### config.mk
export PLATFORM = sky130hd
export DESIGN_NAME = eth_init_seq
export DESIGN_NICKNAME = d
export VERILOG_FILES = /design/src/rtl/eis_pkg.sv /design/src/rtl/eis_step_decode.sv /design/src/rtl/eis_byte_pick.sv /design/src/rtl/eth_init_seq.sv
export SDC_FILE = /design/constraint.sdc
export NUM_CORES = 1
export LEC_CHECK = 0
export ABC_AREA = 0
export ABC_CLOCK_PERIOD_IN_PS = 5560
export BUFFER_PORTS_ARGS = -buffer_cell sky130_fd_sc_hd__buf_2
export CAP_MARGIN = 25
export CORE_MARGIN = 3
export CORE_UTILIZATION = 55
export CTS_CLUSTER_SIZE = 20
export DETAILED_ROUTE_END_ITERATION = 12
export PLACE_DENSITY = 0.95
export SLEW_MARGIN = 20
export SYNTH_ARGS = -nofsm -noshare
export SYNTH_HDL_FRONTEND = slang
export SYNTH_HIERARCHICAL = 1
export SYNTH_SLANG_ARGS = --single-unit
export TNS_END_PERCENT = 50
### constraint.sdc
create_clock -name clk -period 5.56 [get_ports clk]
set_input_delay 0.556 -clock clk [delete_from_list [all_inputs] [get_ports clk]]
set_output_delay 0.556 -clock clk [all_outputs]
set_load 0.005 [all_outputs]
### src/rtl/eis_pkg.sv
package eis_pkg;

  typedef enum logic {ST_IDLE, ST_RUN} seq_state_t;

  typedef enum logic [1:0] {OP_WR_CONST, OP_POLL, OP_WR_STATION} step_op_t;

  typedef struct packed {
    step_op_t   op;
    logic [6:0] reg_idx;
    logic [7:0] value;
  } step_desc_t;

  // native register indices (port address is twice these)
  localparam logic [6:0] IDX_LINE_MODE = 7'h0E;
  localparam logic [6:0] IDX_ADDR_CTRL = 7'h12;
  localparam logic [6:0] IDX_STATION   = 7'h15;
  localparam logic [6:0] IDX_MAC_CFG   = 7'h0D;

  localparam logic [7:0] VAL_TWISTED   = 8'h02;
  localparam logic [7:0] VAL_ADDR_REQ  = 8'h84;
  localparam logic [7:0] VAL_TXRX_ON   = 8'h03;

  localparam int POLL_BIT      = 7;
  localparam int STATION_BYTES = 6;
  localparam int FIRST_STATION = 3;
  localparam int NUM_STEPS     = FIRST_STATION + STATION_BYTES + 1;

endpackage

### src/rtl/eis_step_decode.sv
module eis_step_decode
  import eis_pkg::*;
#(
  parameter int STEP_W = 4,
  parameter int SEL_W  = 3
) (
  input  logic [STEP_W-1:0] step_i,
  output step_desc_t        desc_o,
  output logic [SEL_W-1:0]  byte_sel_o
);

  localparam logic [STEP_W-1:0] STEP_POLL  = STEP_W'(FIRST_STATION - 1);
  localparam logic [STEP_W-1:0] STEP_FIRST = STEP_W'(FIRST_STATION);
  localparam logic [STEP_W-1:0] STEP_LAST  = STEP_W'(NUM_STEPS - 1);

  logic [STEP_W-1:0] rel_step;

  always_comb begin
    rel_step   = step_i - STEP_FIRST;
    byte_sel_o = rel_step[SEL_W-1:0];
    desc_o     = '{op: OP_WR_CONST, reg_idx: IDX_MAC_CFG, value: VAL_TXRX_ON};
    if (step_i == '0) begin
      desc_o = '{op: OP_WR_CONST, reg_idx: IDX_LINE_MODE, value: VAL_TWISTED};
    end else if (step_i < STEP_POLL) begin
      desc_o = '{op: OP_WR_CONST, reg_idx: IDX_ADDR_CTRL, value: VAL_ADDR_REQ};
    end else if (step_i == STEP_POLL) begin
      desc_o = '{op: OP_POLL, reg_idx: IDX_ADDR_CTRL, value: 8'h00};
    end else if (step_i < STEP_LAST) begin
      desc_o = '{op: OP_WR_STATION, reg_idx: IDX_STATION, value: 8'h00};
    end
  end

endmodule

### src/rtl/eis_byte_pick.sv
module eis_byte_pick #(
  parameter int NBYTES = 6,
  parameter int SEL_W  = 3
) (
  input  logic [8*NBYTES-1:0] word_i,
  input  logic [SEL_W-1:0]    sel_i,
  output logic [7:0]          byte_o
);

  logic [7:0] lane [NBYTES];

  for (genvar g = 0; g < NBYTES; g++) begin : g_lane
    assign lane[g] = word_i[8*g +: 8];
  end

  always_comb begin
    byte_o = 8'h00;
    for (int i = 0; i < NBYTES; i++) begin
      if (sel_i == SEL_W'(i)) byte_o = lane[i];
    end
  end

endmodule

### src/rtl/eth_init_seq.sv
module eth_init_seq
  import eis_pkg::*;
#(
  parameter int ADDR_W = 8,
  parameter int DATA_W = 16
) (
  input  logic              clk,
  input  logic              rst_n,
  input  logic              start_i,
  input  logic [47:0]       station_addr_i,
  output logic [ADDR_W-1:0] io_addr_o,
  output logic [DATA_W-1:0] io_wdata_o,
  output logic              io_we_o,
  output logic              io_req_o,
  input  logic [DATA_W-1:0] io_rdata_i,
  input  logic              io_ready_i,
  output logic              busy_o,
  output logic              done_o
);

  localparam int STEP_W = $clog2(NUM_STEPS + 1);
  localparam int SEL_W  = $clog2(STATION_BYTES);
  localparam int MAC_W  = 8 * STATION_BYTES;
  localparam logic [STEP_W-1:0] STEP_LAST = STEP_W'(NUM_STEPS - 1);

  seq_state_t        state_q, state_d;
  logic [STEP_W-1:0] step_q, step_d;
  logic              step_en;
  logic              done_q, done_d;
  logic [MAC_W-1:0]  mac_q;
  logic              mac_load;

  step_desc_t        desc;
  logic [SEL_W-1:0]  byte_sel;
  logic [7:0]        mac_byte;
  logic              chip_busy;
  logic              unused_rdata;

  eis_step_decode #(.STEP_W(STEP_W), .SEL_W(SEL_W)) u_decode (
    .step_i    (step_q),
    .desc_o    (desc),
    .byte_sel_o(byte_sel)
  );

  eis_byte_pick #(.NBYTES(STATION_BYTES), .SEL_W(SEL_W)) u_pick (
    .word_i(mac_q),
    .sel_i (byte_sel),
    .byte_o(mac_byte)
  );

  assign chip_busy    = io_rdata_i[POLL_BIT];
  assign unused_rdata = ^{io_rdata_i[DATA_W-1:POLL_BIT+1], io_rdata_i[POLL_BIT-1:0]};

  // next-state logic
  always_comb begin
    state_d  = state_q;
    step_d   = step_q;
    step_en  = 1'b0;
    done_d   = 1'b0;
    mac_load = 1'b0;
    unique case (state_q)
      ST_IDLE: begin
        if (start_i) begin
          state_d  = ST_RUN;
          step_d   = '0;
          step_en  = 1'b1;
          mac_load = 1'b1;
        end
      end
      ST_RUN: begin
        if (io_ready_i) begin
          if (desc.op == OP_POLL && chip_busy) begin
            step_en = 1'b0;
          end else if (step_q == STEP_LAST) begin
            state_d = ST_IDLE;
            done_d  = 1'b1;
          end else begin
            step_d  = step_q + 1'b1;
            step_en = 1'b1;
          end
        end
      end
      default: state_d = ST_IDLE;
    endcase
  end

  // registers
  always_ff @(posedge clk or negedge rst_n) begin
    if (!rst_n) begin
      state_q <= ST_IDLE;
      done_q  <= 1'b0;
    end else begin
      state_q <= state_d;
      done_q  <= done_d;
    end
  end

  always_ff @(posedge clk or negedge rst_n) begin
    if (!rst_n) begin
      step_q <= '0;
    end else if (step_en) begin
      step_q <= step_d;
    end
  end

  always_ff @(posedge clk or negedge rst_n) begin
    if (!rst_n) begin
      mac_q <= '0;
    end else if (mac_load) begin
      mac_q <= station_addr_i;
    end
  end

  // outputs
  always_comb begin
    io_req_o   = (state_q == ST_RUN);
    io_we_o    = io_req_o && (desc.op != OP_POLL);
    io_addr_o  = io_req_o ? ADDR_W'({desc.reg_idx, 1'b0}) : '0;
    io_wdata_o = '0;
    if (io_we_o) begin
      io_wdata_o[7:0] = (desc.op == OP_WR_STATION) ? mac_byte : desc.value;
    end
  end

  assign busy_o = (state_q == ST_RUN);
  assign done_o = done_q;

endmodule

======== After elaboration in Yosys (flattened, before gate mapping) ========
Index checks and enable logic that the tools add are counted.
word-level totals
  flip-flop bits (word level) ............. 54
  latch bits .............................. 0
  bits in writable memories ............... 0
  bits in read-only memories .............. 0
  input port bits ......................... 68
  output and inout bits ................... 28
  word-level logic and storage cells ...... 59
  memories ................................ 0
cells by class
  $add $sub $neg .......................... 2
  multiply operators ...................... 0
  div/mod/pow operators ................... 0
  order comparisons ....................... 2
  equality and inequality tests ........... 14
  shift operators ......................... 0
  mux-type cells .......................... 31
  bitwise gates (word level) .............. 1
  reductions and logical operators ........ 5
operators by type and width
  kind                                                                          number
  8-bit 2-to-1 mux                                                              9
  17-bit 2-to-1 mux                                                             4
  4-bit 2-to-1 mux                                                              4
  1-bit 2-to-1 mux                                                              11
  2-bit != test, second input constant                                          4
  4-bit one-hot mux with 2 select lines                                         1
  3-bit by 2-bit == test with 1-bit output, second input constant               2
  3-bit == test, second input constant                                          2
  5-bit AND reduction                                                           1
  4-bit by 1-bit adder with 4-bit output, second input constant                 1
  4-bit by 2-bit == test with 1-bit output, second input constant               1
  4-bit == test, second input constant                                          1
  4-bit zero test                                                               1
  4-bit by 2-bit less-than comparator with 1-bit output, second input constant  1
  4-bit less-than comparator, second input constant                             1
  1-bit one-hot mux with 2 select lines                                         2
  3-bit by 1-bit == test with 1-bit output, second input constant               1
  3-bit zero test                                                               1
  3-bit by 2-bit subtractor with 3-bit output, second input constant            1
  2-bit by 1-bit == test with 1-bit output, second input constant               1
  2-bit == test, second input constant                                          1
  1-bit logical AND                                                             2
  2-bit by 1-bit != test with 1-bit output, second input constant               1
  1-bit NOT                                                                     1

======== Logic depth before layout (Yosys ltp) ========
Gate-level depths: netlist of the first run.
  depth after elaboration ................. 11
  mapped depth ............................ 9
  depth with buffers taken out ............ 7

======== By module ========
Netlist of the first run, hierarchy kept.
modules (own cells, without submodules)
  module           instances  cells each  area each (um^2)  sequential area each (um^2)
  eth_init_seq     1          286         2536.2            1351.3
  eis_byte_pick    1          47          457.9             0.0
  eis_step_decode  1          29          214.0             0.0

======== Worst setup path before layout of the first run ========
No wires, ideal clock.
  path type ............................... reg2out
  from .................................... register step_q[0]
  to ...................................... output io_wdata_o[5]
  arrival time ............................ 1.905 ns
  required time ........................... 5.004 ns
  setup slack ............................. 3.099 ns
  stages on the path, launching flop included .. 10
  path buffers ............................ 2
  path through ............................ dfrtp_1 > inv_1 > ha_1 > buf_2 > buf_2 > o21a_1 > a221oi_2 > mux2_1 > a22oi_1 > nor2b_1
between the ends
  cells in the longest elaborated chain, start to end .. 10
  elaborated cells between the ends (all ways) .. 26
  those cells by class .................... 1 x add/sub; 2 x order compare; 8 x eq/ne; 12 x mux; 3 x reduce/logical
RTL lines
  what                                           line                   text
  from (decl)                                    eth_init_seq.sv:27     logic [STEP_W-1:0] step_q, step_d;
  from (signal assigned)                         eth_init_seq.sv:102    step_q <= step_d;
  3-bit by 2-bit subtractor with 3-bit output *  eis_step_decode.sv:19  rel_step = step_i - STEP_FIRST;
  via byte_sel[0]                                eth_init_seq.sv:34     logic [SEL_W-1:0] byte_sel;
  3-bit zero test                                eis_byte_pick.sv:19    if (sel_i == SEL_W'(i)) byte_o = lane[i];
  8-bit 2-to-1 mux (5 in a row)                  eis_byte_pick.sv:19
  8-bit 2-to-1 mux *                             eis_byte_pick.sv:19
  via mac_byte[5]                                eth_init_seq.sv:35     logic [7:0] mac_byte;
  8-bit 2-to-1 mux *                             eth_init_seq.sv:121    io_wdata_o[7:0] = (desc.op == OP_WR_STATION) ? mac_byte : desc.value;
  8-bit 2-to-1 mux *                             eth_init_seq.sv:120    if (io_we_o) begin
  to (decl)                                      eth_init_seq.sv:12     output logic [DATA_W-1:0] io_wdata_o,
Mark *: on every way through the listed nets, which the timed path passes. The rest lies on a longest branch.

==> results of run 1 <==
[power by group through the flow]
stage          Clock (mW)  Combinational (mW)  Sequential, mW
6_report            0.267                1.17           0.701
5_1_grt             0.285                1.30           0.726
4_1_cts             0.270                1.17           0.701
3_5_place_dp            0                1.16           0.708
3_3_place_gp            0                1.11           0.691
2_1_floorplan           0               0.931           0.665
[kinds of logic (layout without fill, tap and decap cells)]
| group | count (synthesis) | count (layout) | synth area share [%] |
|---|---|---|---|
| adders and majority gates | 6 | 6 | 2.34 |
| other | 2 | 15 | 0.234 |
| xor gates and xnor gates | 1 | 1 | 0.273 |
| AOI/OAI and AO/OA | 34 | 34 | 9.24 |
| DFF | 54 | 54 | 42.1 |
| and+or+nand+nor | 187 | 187 | 25.7 |
| buffers and inverters | 43 | 85 | 8.85 |
| muxes | 35 | 35 | 11.2 |
[path summary, 6_finish.rpt]
check	depth (start not counted)	endpoint	slack (ps)	startpoint
setup / recovery	8	io_wdata_o[7]	1970	step_q[1]
hold / removal	1	done_o	300	rst_n
setup reg to reg	7	step_q[3]	2640	step_q[1]
hold reg to reg	2	mac_q[42]	480	mac_q[42]
max in group asynchronous	2	mac_q[4]	4680	rst_n
min in group clk	3	mac_q[21]	420	station_addr_i[21]
[layer usage]
metal  share of wire (%)  GRT usage (%)
met1                  43           25.9
met2                  49           36.1
met3                 6.3           4.56
met4                 1.3           5.81
met5                   0              0
[flip-flops by register name, indices dropped and copies added, names as in the netlist]
register	cells
step_q	4
busy_o	1
done_o	1
mac_q	48
[synthesized netlist by cell type (all sizes together), types with 3 or more instances]
master | count | area share, %
nand2 | 149 | 17
nor2 | 4 | 0.62
o21a | 8 | 1.9
a22oi | 10 | 2.3
mux2i | 27 | 8.4
ha | 6 | 2.3
mux2 | 8 | 2.8
and2 | 9 | 1.8
a221oi | 8 | 3.0
buf | 33 | 7.7
nand2b | 3 | 0.59
inv | 4 | 0.47
clkbuf | 6 | 0.70
nor2b | 10 | 2.0
dfrtp | 54 | 42
[critical path, cell delays in order, from the launching register on]
cell     delay [ps]
dfrtp_1         540
inv_1           140
ha_1            270
or3b_1          410
a22oi_1         710
nor2_2          200
a22oi_1         260
nor2b_1          70
buf_2           120
[per-stage QoR]
step,setup slack [ps],total power [mW],hold WS (ps)
2_1_floorplan,3100,1.60,260
6_report,1970,2.14,305
5_1_grt,1750,2.31,355
3_5_place_dp,2390,1.87,463
3_3_place_gp,2480,1.80,457
4_1_cts,2040,2.14,325
[layout make-up]
| class | count | share of cell area [%] |
|---|---|---|
| multi-input combinational | 278 | 45.3 |
| sequential | 54 | 37.7 |
| timing repair buffer | 73 | 11.0 |
| tap | 72 | 2.51 |
| clock buffer | 5 | 1.92 |
| clock inverter | 3 | 1.22 |
| inverter | 4 | 0.418 |
==> flow_summary.yaml, run 1 <==
layout:
  multiInputGateArea_mm2: 0.00162
  final_cell_mix: "nand2_1 (149), buf_2 (69), dfrtp_1 (54)"
  finalNetCount: 490
  diodes: 0
  post-route-util_pct: 64.4
  instances_no_fill: 489
  layout_commonest_cell: "nand2_1"
  ff_latch_area_mm2: 0.00135
  area_delta_synth_final_pct: 11.9
  drive_gt1_share_pct: 22.8
  finalInstanceArea_mm2: 0.00359
  n_fill_cell: 461
place:
  dp_cells: 481
  dpl-instance-area_mm2: 0.00348
  dpl.hpwl_um: 5010
  portBuffers: 69
  place_congestion: 0.816
floorplan:
  placementRows: 27
  initial_core_util_pct: 57.6
  die_w_um: 82.4
  dieArea_mm2: 0.00679
  io-pin-count: 96
  die_h_um: 82.4
  core_mm2: 0.00557
worst_setup_path:
  arrival_ps: 3030
  crit_path_start_kind: "register"
  crit_path_max_fanout: 12
  critPathKind: "register to primary output"
  cp.required_ps: 5000
  end_kind: "primary output"
pwr:
  p_int_mw: 1.24
  power.share.switching_pct: 42.1
  p_comb_share_pct: 54.8
  leakage_nw: 1.94
  seqPwrFrac_pct: 32.7
  power_frac_clock_pct: 12.5
  netSwitchingPower_mw: 0.901
  powerDensity_mw_per_mm2: 597
  max-vdd-ir-drop_mv: 0.362
clocking:
  cts_tree: "built"
  clock-sinks: 54
  cts_root_buf: "clkbuf_8"
  post_cts.repair.setup_buffers: 0
  h-tree-depth: 2
  clock_path_buffers: 2
  cts.repair.resized: 0
  cts_buffers: 5
  hold_buffers: 0
  clk_latency_ps: 310
  clk_pin_slew_ps: 100
sta:
  relSlewSlack_pct: 43.0
  setup_viol_count_final: 0
  finalCritPeriodShare_pct: 64.6
  rsz0062_at_grt: "no"
  hold_violations: 0
  clock.fmax_mhz: 279
  setup_tns_ps: 0
  slew_viol_final: 0
  clock-skew-final_ps: 8.63
  worst_slew_pin_slew_ps: 855
  post-route-min-period_ps: 3590
synthesis:
  avgSynthCellArea_um2: 8.86
  synthDistinctLibCells: 43
  synthFlopType: "dfrtp_1"
  syn_area_mm2: 0.00321
  synth_cells: 362
  synth-async-reset-ratio_pct: 100
  synth-edff-count: 0
  synth_seq_cells: 54
  yosysSeqAreaShare_pct: 42.1
  yosys_warnings: 6
global_route:
  grt_max_degree: 54
  antenna_found_initial: 0
  grt_pass1_wl_um: 10800
  track_usage_pct: 20.8
  grt_pass1_vias: 2361
  overflow: 0
routing:
  drt_wl_total_um: 6810
  via_count: 2526
  wl_per_cell_um: 13.9
  final_antenna_net_count: 0
  vias_per_cell: 5.17
  drtIter0Drc: 207
  drc: 0
  dr.pass1.iters: 4
run:
  maxCapViolCount: 0
run_status:
  status: "finished clean"
min_path:
  hp-class: "input port to asynchronous set/reset pin"
(Power assumes the default switching activity.)
==> inputs of run 2 (changes only) <==
ABC_CLOCK_PERIOD_IN_PS = 3200   (was 5560)
CORE_UTILIZATION = 47   (was 55)
PLACE_DENSITY = 0.88   (was 0.95)
clock period = 3.2 ns   (was 5.56 ns; I/O delays follow)
==> flow_summary.yaml, run 2 (synthesis results as in run 1) <==
run_status:
  status: "finished clean"
layout:
  n_fill_cell: 577
  finalNetCount: 495
  final_cell_mix: "nand2_1 (149), buf_2 (69), dfrtp_1 (54)"
  diodes: 0
  area_delta_synth_final_pct: 12.6
  drive_gt1_share_pct: 23.9
  finalInstanceArea_mm2: 0.00361
  layout_commonest_cell: "nand2_1"
  largest_reg_flops: 48
  max_flop_register: "mac_q"
  reg_top3: "mac_q (48), step_q (4)"
clocking:
  clk_latency_ps: 310
  clock_path_buffers: 2
  cts_buffers: 5
  cts.repair.resized: 0
  post_cts.repair.setup_buffers: 0
  clk_pin_slew_ps: 100
  h-tree-depth: 2
  cts_tree: "built"
  clock-sinks: 54
  hold_buffers: 0
  cts_root_buf: "clkbuf_8"
worst_setup_path:
  crit_path_start_kind: "register"
  cp_slowest_cell: "dfrtp_1"
  path_delay_family: "simple AND/OR/NAND/NOR gates"
  arrival_ps: 2630
  end_kind: "primary output"
  max_stage_delay_ps: 530
  crit_path_max_fanout: 11
  cp.required_ps: 2880
  critPathKind: "register to primary output"
  cp_num_buf_inv: 2
  worstPathCellList: "inv_1 > ha_1 > or3b_1 > a22oi_2 > nor2_2 > a22oi_1 > nor2b_1 > buf_2"
floorplan:
  dieArea_mm2: 0.00785
  io-pin-count: 96
  core_mm2: 0.00649
  die_w_um: 88.6
  die_h_um: 88.6
  initial_core_util_pct: 49.4
  placementRows: 29
sta:
  clock-skew-final_ps: 6.11
  post-route-min-period_ps: 2950
  relSlewSlack_pct: 40.2
  hold_violations: 0
  worst_slew_pin_slew_ps: 897
  setup_viol_count_final: 0
  clock.fmax_mhz: 339
  rsz0062_at_grt: "no"
  slew_viol_final: 0
  setup_tns_ps: 0
  finalCritPeriodShare_pct: 92.2
global_route:
  grt_pass1_wl_um: 10800
  grt_pass1_vias: 2282
  overflow: 0
  track_usage_pct: 18.0
  grt_max_degree: 54
  antenna_found_initial: 0
routing:
  dr.pass1.iters: 4
  vias_per_cell: 5.08
  drtIter0Drc: 210
  final_antenna_net_count: 0
  drt_wl_total_um: 6760
  drc: 0
  via_count: 2533
  wl_per_cell_um: 13.6
min_path:
  hp-class: "input port to asynchronous set/reset pin"
pwr:
  leakage_nw: 1.95
  max-vdd-ir-drop_mv: 0.384
  powerDensity_mw_per_mm2: 1050
place:
  dpl.hpwl_um: 4970
  place_congestion: 0.852
  portBuffers: 69
  dpl-instance-area_mm2: 0.00350
run:
  maxCapViolCount: 0
## run 2: cell types whose count changed in the layout (fill, tap and decap cells not counted)
cell	delta
a22oi_1	-1
buf_16	-1
buf_4	+6
clkinv_2	+1
a22oi_2	+1
inv_6	-1
## run 2: report_power, final
part	internal (mW)	total [mW]	switching, mW
combinational	0.988	2.11	1.12
sequential	0.985	1.22	0.230
clock	0.231	0.455	0.224
## run 2: final timing paths
kind / slack (ps) / depth (start not counted) / end / start
min in group clk: 190 / 3 / mac_q[9] / station_addr_i[9]
min: 120 / 1 / busy_o / rst_n
max in group asynchronous: 2420 / 2 / mac_q[35] / rst_n
min reg2reg: 480 / 2 / mac_q[6] / mac_q[6]
max reg2reg: 660 / 7 / step_q[1] / step_q[1]
max: 250 / 8 / io_wdata_o[7] / step_q[1]
## run 2: per-layer routing
layer	vias up	share of wire [%]	track usage (%)
li1	1267	-	-
met1	1188	45	24.7
met2	70	49	29.4
met3	8	4.8	3.17
met4	0	1.1	4.95
met5	-	0	0
## run 2: worst reg2reg max path: cells and delay by family, from the launching register on
family	cells	cell delay, ps
AO/OA/AOI/OAI	1	390
buffers and inverters	1	120
adder cells (fa/ha/maj)	1	270
multiplexers	1	230
flip-flops	1	530
AND/OR/NAND/NOR	3	930
## run 2: final cells by class
| cell class | instances | area [µm²] | area share [%] |
|---|---|---|---|
| multi-input cells | 278 | 1630 | 45.1 |
| flip-flops and latches | 54 | 1350 | 37.4 |
| inverters | 4 | 15.0 | 0.416 |
| repair buffers | 78 | 413 | 11.4 |
| clock buffers | 5 | 68.8 | 1.90 |
| well taps | 77 | 96.3 | 2.67 |
| clock inverters | 3 | 40.0 | 1.11 |
## run 2: through the flow
stage	setup slack, ps	util, %	hold WS (ps)	instances	power [mW]
after floorplan	975	-	24.4	375	2.77
after global placement	563	53.9	457	491	3.20
after detailed placement	439	53.9	461	491	3.30
after CTS	87.9	55.6	154	499	3.78
after global routing	59.9	55.6	187	499	4.10
final	249	55.6	121	499	3.78
